--- config.mk ---
export PLATFORM = sky130hd
export DESIGN_NAME = ppa_dual_issue
export DESIGN_NICKNAME = d
export VERILOG_FILES = /design/src/rtl/ppa_pkg.sv /design/src/rtl/ppa_class_decode.sv /design/src/rtl/ppa_busy_timer.sv /design/src/rtl/ppa_slot_arbiter.sv /design/src/rtl/ppa_dual_issue.sv
export SDC_FILE = /design/constraint.sdc
export NUM_CORES = 1
export LEC_CHECK = 0
export ABC_AREA = 1
export CAP_MARGIN = 10
export CORE_UTILIZATION = 45
export DETAILED_ROUTE_END_ITERATION = 6
export MAX_ROUTING_LAYER = met4
export PLACE_DENSITY = 0.76
export SETUP_SLACK_MARGIN = 0.05
export SLEW_MARGIN = 20
export SYNTH_ARGS = -nofsm -noshare
export SYNTH_HDL_FRONTEND = slang
export SYNTH_SLANG_ARGS = --single-unit
export TNS_END_PERCENT = 1
--- constraint.sdc ---
create_clock -name clk -period 4.2 [get_ports clk]
set_input_delay 0.63 -clock clk [delete_from_list [all_inputs] [get_ports clk]]
set_output_delay 0.63 -clock clk [all_outputs]
set_load 0.005 [all_outputs]
--- src/rtl/ppa_pkg.sv ---
// Package: class codes and per-class issue attributes shared by the
// pipe assignment unit. Assumes a 4-bit class code from decode.
package ppa_pkg;

    localparam int CLS_W = 4;

    typedef enum logic [CLS_W-1:0] {
        CL_ALU    = 4'd0,
        CL_MUL    = 4'd1,
        CL_LOAD   = 4'd2,
        CL_STORE  = 4'd3,
        CL_BRANCH = 4'd4,
        CL_FPOP   = 4'd5,
        CL_PAIR   = 4'd6,
        CL_VSTQ   = 4'd7,
        CL_IDIV   = 4'd8,
        CL_FDIVS  = 4'd9,
        CL_FDIVD  = 4'd10,
        CL_FSQRTS = 4'd11,
        CL_FSQRTD = 4'd12,
        CL_VEC    = 4'd13,
        CL_VECQ   = 4'd14,
        CL_OPAQUE = 4'd15
    } iclass_e;

    // Resource indices for the busy trackers.
    localparam int RES_DIV   = 0;
    localparam int RES_VEC   = 1;
    localparam int RES_PIPES = 2;
    localparam int NUM_RES   = 3;

    typedef struct packed {
        logic p0_ok;      // may run on pipe 0
        logic p1_ok;      // may run on pipe 1
        logic dual;       // occupies both pipes
        logic use_div;    // claims the divider
        logic use_vec;    // claims the vector unit
        logic hold_pipes; // keeps both pipes for one more cycle
    } cls_info_t;

endpackage

--- src/rtl/ppa_class_decode.sv ---
// Module: ppa_class_decode
// Maps one class code to its pipe eligibility, resource claims and the
// number of further cycles the claimed resource stays busy.
// Assumes at most one resource is claimed per class.
module ppa_class_decode
    import ppa_pkg::*;
#(
    parameter int HOLD_W      = 5,
    parameter int IDIV_HOLD   = 21,
    parameter int FDIVS_HOLD  = 8,
    parameter int FDIVD_HOLD  = 18,
    parameter int FSQRTS_HOLD = 13,
    parameter int FSQRTD_HOLD = 31
) (
    input  logic [CLS_W-1:0]  cls_i,
    output cls_info_t         info_o,
    output logic [HOLD_W-1:0] hold_o
);

    // Per-class attribute lookup.
    always_comb begin
        info_o = '0;
        hold_o = '0;
        case (cls_i)
            CL_ALU: begin
                info_o.p0_ok = 1'b1;
                info_o.p1_ok = 1'b1;
            end
            CL_LOAD, CL_STORE: begin
                info_o.p0_ok = 1'b1;
            end
            CL_MUL, CL_BRANCH, CL_FPOP: begin
                info_o.p1_ok = 1'b1;
            end
            CL_PAIR, CL_OPAQUE: begin
                info_o.p0_ok = 1'b1;
                info_o.p1_ok = 1'b1;
                info_o.dual  = 1'b1;
            end
            CL_VSTQ: begin
                info_o.p0_ok      = 1'b1;
                info_o.p1_ok      = 1'b1;
                info_o.dual       = 1'b1;
                info_o.hold_pipes = 1'b1;
                hold_o            = HOLD_W'(1);
            end
            CL_IDIV: begin
                info_o.p1_ok   = 1'b1;
                info_o.use_div = 1'b1;
                hold_o         = HOLD_W'(IDIV_HOLD);
            end
            CL_FDIVS: begin
                info_o.p1_ok   = 1'b1;
                info_o.use_div = 1'b1;
                hold_o         = HOLD_W'(FDIVS_HOLD);
            end
            CL_FDIVD: begin
                info_o.p1_ok   = 1'b1;
                info_o.use_div = 1'b1;
                hold_o         = HOLD_W'(FDIVD_HOLD);
            end
            CL_FSQRTS: begin
                info_o.p1_ok   = 1'b1;
                info_o.use_div = 1'b1;
                hold_o         = HOLD_W'(FSQRTS_HOLD);
            end
            CL_FSQRTD: begin
                info_o.p1_ok   = 1'b1;
                info_o.use_div = 1'b1;
                hold_o         = HOLD_W'(FSQRTD_HOLD);
            end
            CL_VEC: begin
                info_o.p1_ok   = 1'b1;
                info_o.use_vec = 1'b1;
            end
            CL_VECQ: begin
                info_o.p1_ok   = 1'b1;
                info_o.use_vec = 1'b1;
                hold_o         = HOLD_W'(1);
            end
            default: begin
                info_o = '0;
            end
        endcase
    end

endmodule

--- src/rtl/ppa_busy_timer.sv ---
// Module: ppa_busy_timer
// Down-counter for one shared resource: a load sets the number of further
// busy cycles, and the resource reads busy while the count is non-zero.
// Assumes the caller never loads while busy.
module ppa_busy_timer #(
    parameter int W = 5
) (
    input  logic         clk,
    input  logic         rst_n,
    input  logic         load_i,
    input  logic [W-1:0] val_i,
    output logic         busy_o
);

    logic [W-1:0] cnt_q;

    // Load on a claim, otherwise count down to zero.
    always_ff @(posedge clk) begin
        if (!rst_n)
            cnt_q <= '0;
        else if (load_i)
            cnt_q <= val_i;
        else if (cnt_q != '0)
            cnt_q <= cnt_q - W'(1);
    end

    assign busy_o = (cnt_q != '0);

    // A busy resource is never claimed again.
    assert_no_claim_busy_R8: assert property (@(posedge clk) disable iff (!rst_n)
        !(load_i && busy_o));

    // A claim with a non-zero hold shows busy in the next cycle.
    assert_claim_holds_R9: assert property (@(posedge clk) disable iff (!rst_n)
        (load_i && val_i != '0) |=> busy_o);

endmodule

--- src/rtl/ppa_slot_arbiter.sv ---
// Module: ppa_slot_arbiter
// Combinational in-order issue decision for two slots: applies resource
// busy state, pipe eligibility and dual-pipe rules, and picks pipes.
// Assumes slot 0 is older than slot 1.
module ppa_slot_arbiter
    import ppa_pkg::*;
(
    input  logic      v0_i,
    input  cls_info_t i0_i,
    input  logic      v1_i,
    input  cls_info_t i1_i,
    input  logic      div_busy_i,
    input  logic      vec_busy_i,
    input  logic      pipes_held_i,
    output logic [1:0] grant_o,
    output logic [1:0] m0_o,
    output logic [1:0] m1_o
);

    logic       g0, g1;
    logic [1:0] place0;
    logic       s1_p0_only;

    // Slot 0 grant and pipe placement.
    always_comb begin
        g0 = v0_i && !pipes_held_i
             && !(i0_i.use_div && div_busy_i)
             && !(i0_i.use_vec && vec_busy_i);
        s1_p0_only = v1_i && i1_i.p0_ok && !i1_i.p1_ok && !i1_i.dual;
        if (i0_i.dual)
            place0 = 2'b11;
        else if (!i0_i.p1_ok)
            place0 = 2'b01;
        else if (!i0_i.p0_ok)
            place0 = 2'b10;
        else if (s1_p0_only)
            place0 = 2'b10;
        else
            place0 = 2'b01;
    end

    // Slot 1 grant: only beside a granted slot 0, on the remaining pipe.
    always_comb begin
        g1 = g0 && v1_i && !i0_i.dual && !i1_i.dual
             && !(i1_i.use_div && (div_busy_i || i0_i.use_div))
             && !(i1_i.use_vec && (vec_busy_i || i0_i.use_vec))
             && ((place0 == 2'b01) ? i1_i.p1_ok : i1_i.p0_ok);
    end

    // Grant and mask outputs, masks cleared when not granted.
    always_comb begin
        grant_o = {g1, g0};
        m0_o    = g0 ? place0 : 2'b00;
        m1_o    = g1 ? ~place0 : 2'b00;
    end

endmodule

--- src/rtl/ppa_dual_issue.sv ---
// Module: ppa_dual_issue (top)
// Dual-issue pipe assignment: decodes both slot classes, tracks the
// divider, vector unit and dual-pipe hold, and grants in-order issue.
// Assumes decode presents slots in program order and holds ungranted ones.
module ppa_dual_issue
    import ppa_pkg::*;
#(
    parameter int IDIV_HOLD   = 21,
    parameter int FDIVS_HOLD  = 8,
    parameter int FDIVD_HOLD  = 18,
    parameter int FSQRTS_HOLD = 13,
    parameter int FSQRTD_HOLD = 31
) (
    input  logic             clk,
    input  logic             rst_n,
    input  logic             s0_vld_i,
    input  logic [CLS_W-1:0] s0_cls_i,
    input  logic             s1_vld_i,
    input  logic [CLS_W-1:0] s1_cls_i,
    output logic [1:0]       grant_o,
    output logic [1:0]       s0_pipe_o,
    output logic [1:0]       s1_pipe_o,
    output logic             stall_o
);

    localparam int MAX_A  = (IDIV_HOLD > FDIVS_HOLD) ? IDIV_HOLD : FDIVS_HOLD;
    localparam int MAX_B  = (FDIVD_HOLD > FSQRTS_HOLD) ? FDIVD_HOLD : FSQRTS_HOLD;
    localparam int MAX_C  = (MAX_A > MAX_B) ? MAX_A : MAX_B;
    localparam int MAX_H  = (MAX_C > FSQRTD_HOLD) ? MAX_C : FSQRTD_HOLD;
    localparam int HOLD_W = $clog2(MAX_H + 1) < 1 ? 1 : $clog2(MAX_H + 1);

    cls_info_t         info [2];
    logic [HOLD_W-1:0] hold [2];
    logic [CLS_W-1:0]  cls  [2];
    logic [NUM_RES-1:0] res_load, res_busy;
    logic [HOLD_W-1:0] res_val [NUM_RES];

    assign cls[0] = s0_cls_i;
    assign cls[1] = s1_cls_i;

    // One decoder per slot.
    for (genvar s = 0; s < 2; s++) begin : g_dec
        ppa_class_decode #(
            .HOLD_W(HOLD_W), .IDIV_HOLD(IDIV_HOLD), .FDIVS_HOLD(FDIVS_HOLD),
            .FDIVD_HOLD(FDIVD_HOLD), .FSQRTS_HOLD(FSQRTS_HOLD),
            .FSQRTD_HOLD(FSQRTD_HOLD)
        ) u_dec (
            .cls_i (cls[s]),
            .info_o(info[s]),
            .hold_o(hold[s])
        );
    end

    ppa_slot_arbiter u_arb (
        .v0_i        (s0_vld_i),
        .i0_i        (info[0]),
        .v1_i        (s1_vld_i),
        .i1_i        (info[1]),
        .div_busy_i  (res_busy[RES_DIV]),
        .vec_busy_i  (res_busy[RES_VEC]),
        .pipes_held_i(res_busy[RES_PIPES]),
        .grant_o     (grant_o),
        .m0_o        (s0_pipe_o),
        .m1_o        (s1_pipe_o)
    );

    // Resource claims from granted slots; slot 0 wins the hold value.
    always_comb begin
        res_load[RES_DIV]   = (grant_o[0] && info[0].use_div) || (grant_o[1] && info[1].use_div);
        res_val[RES_DIV]    = (grant_o[0] && info[0].use_div) ? hold[0] : hold[1];
        res_load[RES_VEC]   = (grant_o[0] && info[0].use_vec) || (grant_o[1] && info[1].use_vec);
        res_val[RES_VEC]    = (grant_o[0] && info[0].use_vec) ? hold[0] : hold[1];
        res_load[RES_PIPES] = grant_o[0] && info[0].hold_pipes;
        res_val[RES_PIPES]  = hold[0];
    end

    // One busy timer per shared resource.
    for (genvar r = 0; r < NUM_RES; r++) begin : g_res
        ppa_busy_timer #(.W(HOLD_W)) u_tmr (
            .clk   (clk),
            .rst_n (rst_n),
            .load_i(res_load[r]),
            .val_i (res_val[r]),
            .busy_o(res_busy[r])
        );
    end

    // Stall when any offered instruction is left behind.
    assign stall_o = (s0_vld_i && !grant_o[0]) || (s1_vld_i && !grant_o[1]);

    assert_in_order_R5: assert property (@(posedge clk) disable iff (!rst_n)
        grant_o[1] |-> grant_o[0]);

    assert_pipes_disjoint_R4: assert property (@(posedge clk) disable iff (!rst_n)
        (s0_pipe_o & s1_pipe_o) == 2'b00);

    assert_pipe0_only_R3: assert property (@(posedge clk) disable iff (!rst_n)
        (grant_o[0] && (s0_cls_i == CL_LOAD || s0_cls_i == CL_STORE)) |-> s0_pipe_o == 2'b01);

    assert_dual_alone_R6: assert property (@(posedge clk) disable iff (!rst_n)
        (s0_pipe_o == 2'b11) |-> !grant_o[1]);

    assert_wide_store_blocks_R7: assert property (@(posedge clk) disable iff (!rst_n)
        (grant_o[0] && s0_cls_i == CL_VSTQ) |=> grant_o == 2'b00);

    assert_stall_flag_R10: assert property (@(posedge clk) disable iff (!rst_n)
        (s0_vld_i && !grant_o[0]) |-> stall_o);

endmodule

==> results of run 1 <==
[layout make-up]
type	count	area share [%]
Clock buffer	4	1.541
Inverter	37	8.437
Multi-Input combinational cell	161	58.62
Sequential cell	15	17.61
Tap cell	44	3.228
Timing Repair Buffer	18	10.56
[synthesized netlist by cell type (all sizes together)]
master | instances | area (sq um)
nor4 | 5 | 43.79
xnor2 | 4 | 35.03
o21ai | 13 | 68.81
clkbuf | 1 | 3.750
dfxtp | 15 | 300.3
nor2 | 27 | 142.6
o211ai | 1 | 7.510
inv | 36 | 140.1
xor2 | 5 | 43.79
o21a | 1 | 7.510
nand2 | 56 | 295.3
nand4 | 6 | 43.79
o2111ai | 1 | 8.760
nand3 | 20 | 137.6
a31oi | 1 | 6.260
or2 | 1 | 6.260
nor3 | 2 | 10.01
ha | 6 | 75.07
a21oi | 12 | 67.57
clkinv | 1 | 3.750
buf | 2 | 15.01
[how the worst max path moves through the flow]
stage          depth (start not counted)  endpoint
2_1_floorplan                         10   stall_o
3_3_place_gp                          12   stall_o
3_5_place_dp                          12   stall_o
4_1_cts                               12   stall_o
5_1_grt                               13   stall_o
6_report                              12   stall_o
[worst reg2reg max path: cells and delay by family (launching register included)]
family,cells,cell delay (ns)
buffers and inverters,2,0.20
adder cells (fa/ha/maj),1,0.20
flip-flops,1,0.31
AND/OR/NAND/NOR,8,1.01
AO/OA/AOI/OAI,2,0.17
[through the flow]
step,worst slack [ns],instances,utilization (%)
2_1_floorplan,2.016,216,-
3_3_place_gp,0.8615,275,54.55
3_5_place_dp,0.8276,275,54.55
4_1_cts,0.8101,279,55.41
5_1_grt,0.6640,279,55.41
6_report,0.8020,279,55.41
[metal layers]
| metal | wire length [um] | vias up | GRT usage, % |
|---|---|---|---|
| li1 | - | 738 | - |
| met1 | 1402 | 571 | 24.06 |
| met2 | 1331 | 17 | 31.82 |
| met3 | 77 | 4 | 3.930 |
| met4 | 28 | 0 | 5.102 |
| met5 | 0 | - | - |
[logic make-up (layout without fill, tap and decap cells)]
family                   after synthesis  count (layout)  share of synthesized area [%]
AO/OA/AOI/OAI                         29              29                          11.38
XOR/XNOR                               9               9                          5.389
adder cells (fa/ha/maj)                6               6                          5.132
buffers and inverters                 40              59                          11.12
flip-flops                            15              15                          20.53
AND/OR/NAND/NOR                      117             117                          46.45
[power by group through the flow]
stage	Combinational, uW	Clock [uW]	Sequential (uW)
6_report	614	81.0	237
4_1_cts	622	83.3	237
5_1_grt	693	93.6	243
3_3_place_gp	612	0	238
2_1_floorplan	507	0	231
3_5_place_dp	618	0	239
==> results.cfg, run 1 <==
[critical_path]
r2r-end = g_res[0].u_tmr.cnt_q[0]
crit_slowest_cell = clkdlybuf4s50_1
crit_buf_inv = 3
rr_startpoint = g_res[1].u_tmr.cnt_q[0]
critical_path.top_delay_family = buffers and inverters
critPathKind = in -> out
path_cells = clkdlybuf4s50_1 -> nand2_1 -> inv_2 -> nand2_2 -> nand2_4 -> nand2_2 -> nand3_4 -> nor2_4 -> nand2_2 -> o21ai_0 -> o21ai_0 -> clkdlybuf4s50_1
slowest_delay_ns = 0.51
worst_path_most_repeated_cell = nand2_2
crit_required_ns = 3.57
start_kind = primary input
cp.arrival_ns = 2.77
rrSetupSlack_ns = 2.21
worstRegToRegCells = 13
critPathLaunch = s0_cls_i[3]
end_kind = primary output
critPathMaxFanout = 6

[layout]
nNetsFinal = 254
largestRegisters = g_res.u_tmr.cnt_q x15
final_cell_area_sq_um = 1705
mostFrequentLayoutCells = nand2_1, inv_1, nor2_1
diodes = 0
nFillCells = 329
layout-drive-gt1-share_pct = 20.85
top_register = g_res.u_tmr.cnt_q
multiInputGateArea_sq_um = 999.7
syn_to_final_growth_pct = 16.60
largest_register_ffs = 15
final_common_cell = nand2_1
register_area_sq_um = 300.3

[sta]
rsz0062_at_grt = no
tns_ns = 0
finalCriticalPeriod_ns = 3.398
whs_ns = 0.4889
hold_viol_final = 0
max_freq_mhz = 294.3
max_slew_margin_pct = 73.88
fin_worst_skew_ns = 0.001991
slew_viol_final = 0
worst_pin_slew_ns = 0.3914
fin_crit_sh_pct = 80.91
setup_viol = 0

[yosys]
synth_seq_area_share_pct = 20.53
yosysWarnings = 0
syn_avg_cell_area_sq_um = 6.772
synth_cell_type_count = 35
ys_ff_latch = 15
synthCells = 216
netlist_area_sq_um = 1463
syn_nets = 234

[grt]
antenna_found_initial = 0
grt-ovfl-total = 0
grt_max_degree = 12
groute.usage.overall_pct = 19.33
grt_pass1_wl_um = 4988
first_global_vias = 1193

[power_and_ir_drop]
p_clk_share_pct = 8.7
cellLeakagePower_uw = 0.0007514
sw_frac_of_total_pct = 46.76
p_switching_uw = 435.8
power_uw = 932.0
power_density_nw_per_um2 = 546.5
vdd.ir_drop.worst_uv = 399.2
internal_power_uw = 496.3
p_comb_share_pct = 65.9
pwr-share-seq_pct = 25.4

[drt]
first_pass_iters = 4
initialDrtViolationCount = 51
vias = 1330
via_per_inst = 4.767
route.detailed.drc = 0
wire_per_inst_um = 10.18
drtAntennaViolNets = 0
wl_um = 2840

[placement]
io_buffers = 18
place_hpwl_um = 2383
placed_area_sq_um = 1679
routabilityCongestion = 0.8560

[floorplan]
coreArea_sq_um = 3078
io_pins = 19
die_h_um = 59.01
die_w_um = 59.01
rows = 20
initial_utilization_pct = 47.52
die_area_sq_um = 3482

[clocking]
cts_root_buf = clkbuf_4
cts_buffer_depth = 2
postCtsResizedCells = 0
hold_buffers = 0
post_cts_buffers = 0
clk_pin_slew_worst_paths_ns = 0.08
worstSkewPairLatency_ns = 0.28
cts_tree = yes
numClockSinks = 15
htreeDepth = 1
numCtsBuffers = 3

[hold_path]
hold_depth = 2
hold_path_class = reg -> reg
hold_path.startpoint = g_res[2].u_tmr.cnt_q[0]
whs_endpoint = g_res[2].u_tmr.cnt_q[0]

[run_status]
run_status = finished, final reports clean

[run]
maxCapViolations = 0
Power figures use the tool's default switching activity.
==> run 2: changes to the inputs <==
--- a/config.mk
+++ b/config.mk
@@ -10,7 +10,7 @@
 export CORE_UTILIZATION = 45
 export DETAILED_ROUTE_END_ITERATION = 6
 export MAX_ROUTING_LAYER = met4
-export PLACE_DENSITY = 0.76
+export PLACE_DENSITY = 0.79
 export SETUP_SLACK_MARGIN = 0.05
 export SLEW_MARGIN = 20
 export SYNTH_ARGS = -nofsm -noshare
==> constraint.sdc (replaced) <==
create_clock -name clk -period 2.85 [get_ports clk]
set_input_delay 0.4275 -clock clk [delete_from_list [all_inputs] [get_ports clk]]
set_output_delay 0.4275 -clock clk [all_outputs]
set_load 0.005 [all_outputs]
==> run 2 against run 1 <==
Sequential cell count unchanged. Cell count is 6.5% higher. Critical endpoint unchanged. Core utilization is 5.2 points higher. Critical path depth unchanged. Sequential power grew 47%.
==> results.cfg, run 2 (synthesis gave the netlist of run 1 again) <==
[placement]
place_hpwl_um = 2367
routabilityCongestion = 0.8719
io_buffers = 18
dp.cells = 288

[clocking]
htreeDepth = 1
numCtsBuffers = 3
clk_pin_slew_worst_paths_ns = 0.08
cts_buffer_depth = 2
cts_tree = yes
worstSkewPairLatency_ns = 0.28
numClockSinks = 15
hold_buffers = 0
cts_root_buf = clkbuf_4

[power_and_ir_drop]
p_clk_share_pct = 7.9
p_comb_share_pct = 68.8
p_switching_uw = 675.0
internal_power_uw = 817.5
power_uw = 1492
vdd.ir_drop.worst_uv = 630.2
power_density_nw_per_um2 = 800.5
pwr-share-seq_pct = 23.3
sw_frac_of_total_pct = 45.23
cellLeakagePower_uw = 0.0009068

[floorplan]
rows = 20
io_pins = 19
die_h_um = 59.01
initial_utilization_pct = 47.52
die_area_sq_um = 3482
die_w_um = 59.01
coreArea_sq_um = 3078

[layout]
largest_register_ffs = 15
diodes = 0
mostFrequentLayoutCells = nand2_1, inv_1, nor2_1
fin_cells = 297
largestRegisters = g_res.u_tmr.cnt_q x15
nNetsFinal = 272
syn_to_final_growth_pct = 27.46
final_common_cell = nand2_1
fin_util_pct = 60.57
layout-drive-gt1-share_pct = 29.25
top_register = g_res.u_tmr.cnt_q

[sta]
setup_viol = 0
max_freq_mhz = 378.4
fin_crit_sh_pct = 92.72
whs_ns = 0.4834
rsz0062_at_grt = yes
finalCriticalPeriod_ns = 2.643
hold_viol_final = 0
fin_worst_skew_ns = 0.002788
tns_ns = 0
slew_viol_final = 0
max_slew_margin_pct = 73.12
worst_pin_slew_ns = 0.4027

[drt]
vias = 1404
first_pass_iters = 4
wire_per_inst_um = 9.946
via_per_inst = 4.727
initialDrtViolationCount = 27
wl_um = 2954
drtAntennaViolNets = 0
route.detailed.drc = 0

[grt]
grt-ovfl-total = 0
groute.usage.overall_pct = 18.54
first_global_vias = 1199
antenna_found_initial = 0
grt_pass1_wl_um = 4878
grt_max_degree = 12

[critical_path]
critical_path.top_delay_family = simple AND/OR/NAND/NOR gates
slowest_delay_ns = 0.45
rrSetupSlack_ns = 0.94
critPathMaxFanout = 5
path_cells = inv_2 -> ha_2 -> nand2_2 -> nor2_8 -> nand2_1 -> nand2_1 -> nand3_2 -> nor2_4 -> nand2_2 -> o21ai_1 -> o21ai_0 -> clkdlybuf4s50_1
critPathKind = reg -> out
end_kind = primary output
start_kind = flop
cp.arrival_ns = 2.22
crit_required_ns = 2.42
crit_buf_inv = 2
crit_slowest_cell = clkdlybuf4s50_1

[run_status]
run_status = finished, final reports clean

[run]
maxCapViolations = 0

[hold_path]
hold_path_class = reg -> reg
[run 2: routing by layer]
layer	vias to the layer above	GRT usage (%)	share of wire [%]	wire length, um
met3	0	4.585	3.9	115
li1	775	-	-	-
met4	0	1.020	0	0
met1	607	25.20	48	1425
met5	-	-	0	0
met2	22	29.22	48	1412
[run 2: metrics by stage]
step | cell area (sq um) | setup WS, ns
after floorplan | 1463 | 0.9335
after detailed placement | 1777 | -0.07772
after global placement | 1777 | 0.02604
after global routing | 1864 | 0.02312
final | 1864 | 0.2075
after CTS | 1799 | 0.04779
[run 2: path summary, 6_finish.rpt]
check | from | to | depth (start not counted)
max reg2reg | g_res[1].u_tmr.cnt_q[0] | g_res[0].u_tmr.cnt_q[4] | 14
min reg2reg | g_res[2].u_tmr.cnt_q[0] | g_res[2].u_tmr.cnt_q[0] | 2
min | g_res[2].u_tmr.cnt_q[0] | g_res[2].u_tmr.cnt_q[0] | 2
max | g_res[1].u_tmr.cnt_q[0] | stall_o | 12
[run 2: cell type report]
type / count / area (sq um)
Sequential cell: 15 / 300.3
Tap cell: 44 / 55.05
Clock buffer: 4 / 26.28
Timing Repair Buffer: 36 / 326.6
Fill cell: 302 / 1214
Multi-Input combinational cell: 161 / 1012
Inverter: 37 / 143.9
[run 2: timing repair]
item / in CTS / in global routing
setup buffers: 0 / 5
endpoints found under the setup margin: 4 / 4
gates resized for setup: 6 / 11
pin swaps: 0 / 2
[run 2: power groups by stage]
stage | Clock, uW | Sequential (uW) | Combinational [uW]
after floorplan | 0 | 341 | 748
after global placement | 0 | 350 | 935
after detailed placement | 0 | 349 | 945
after CTS | 121 | 347 | 950
after global routing | 131 | 360 | 1150
final | 118 | 348 | 1030
[run 2: worst reg2reg max path, stage by stage, from the launching register on]
cell,delay [ns]
dfxtp_1,0.31
inv_2,0.09
ha_2,0.20
nand2_2,0.09
nor2_8,0.12
nand2_1,0.07
nand2_1,0.06
nand3_2,0.09
nor2_4,0.10
buf_4,0.11
nand4_2,0.16
nand2_4,0.15
inv_4,0.05
a21oi_1,0.15
nor2_1,0.05
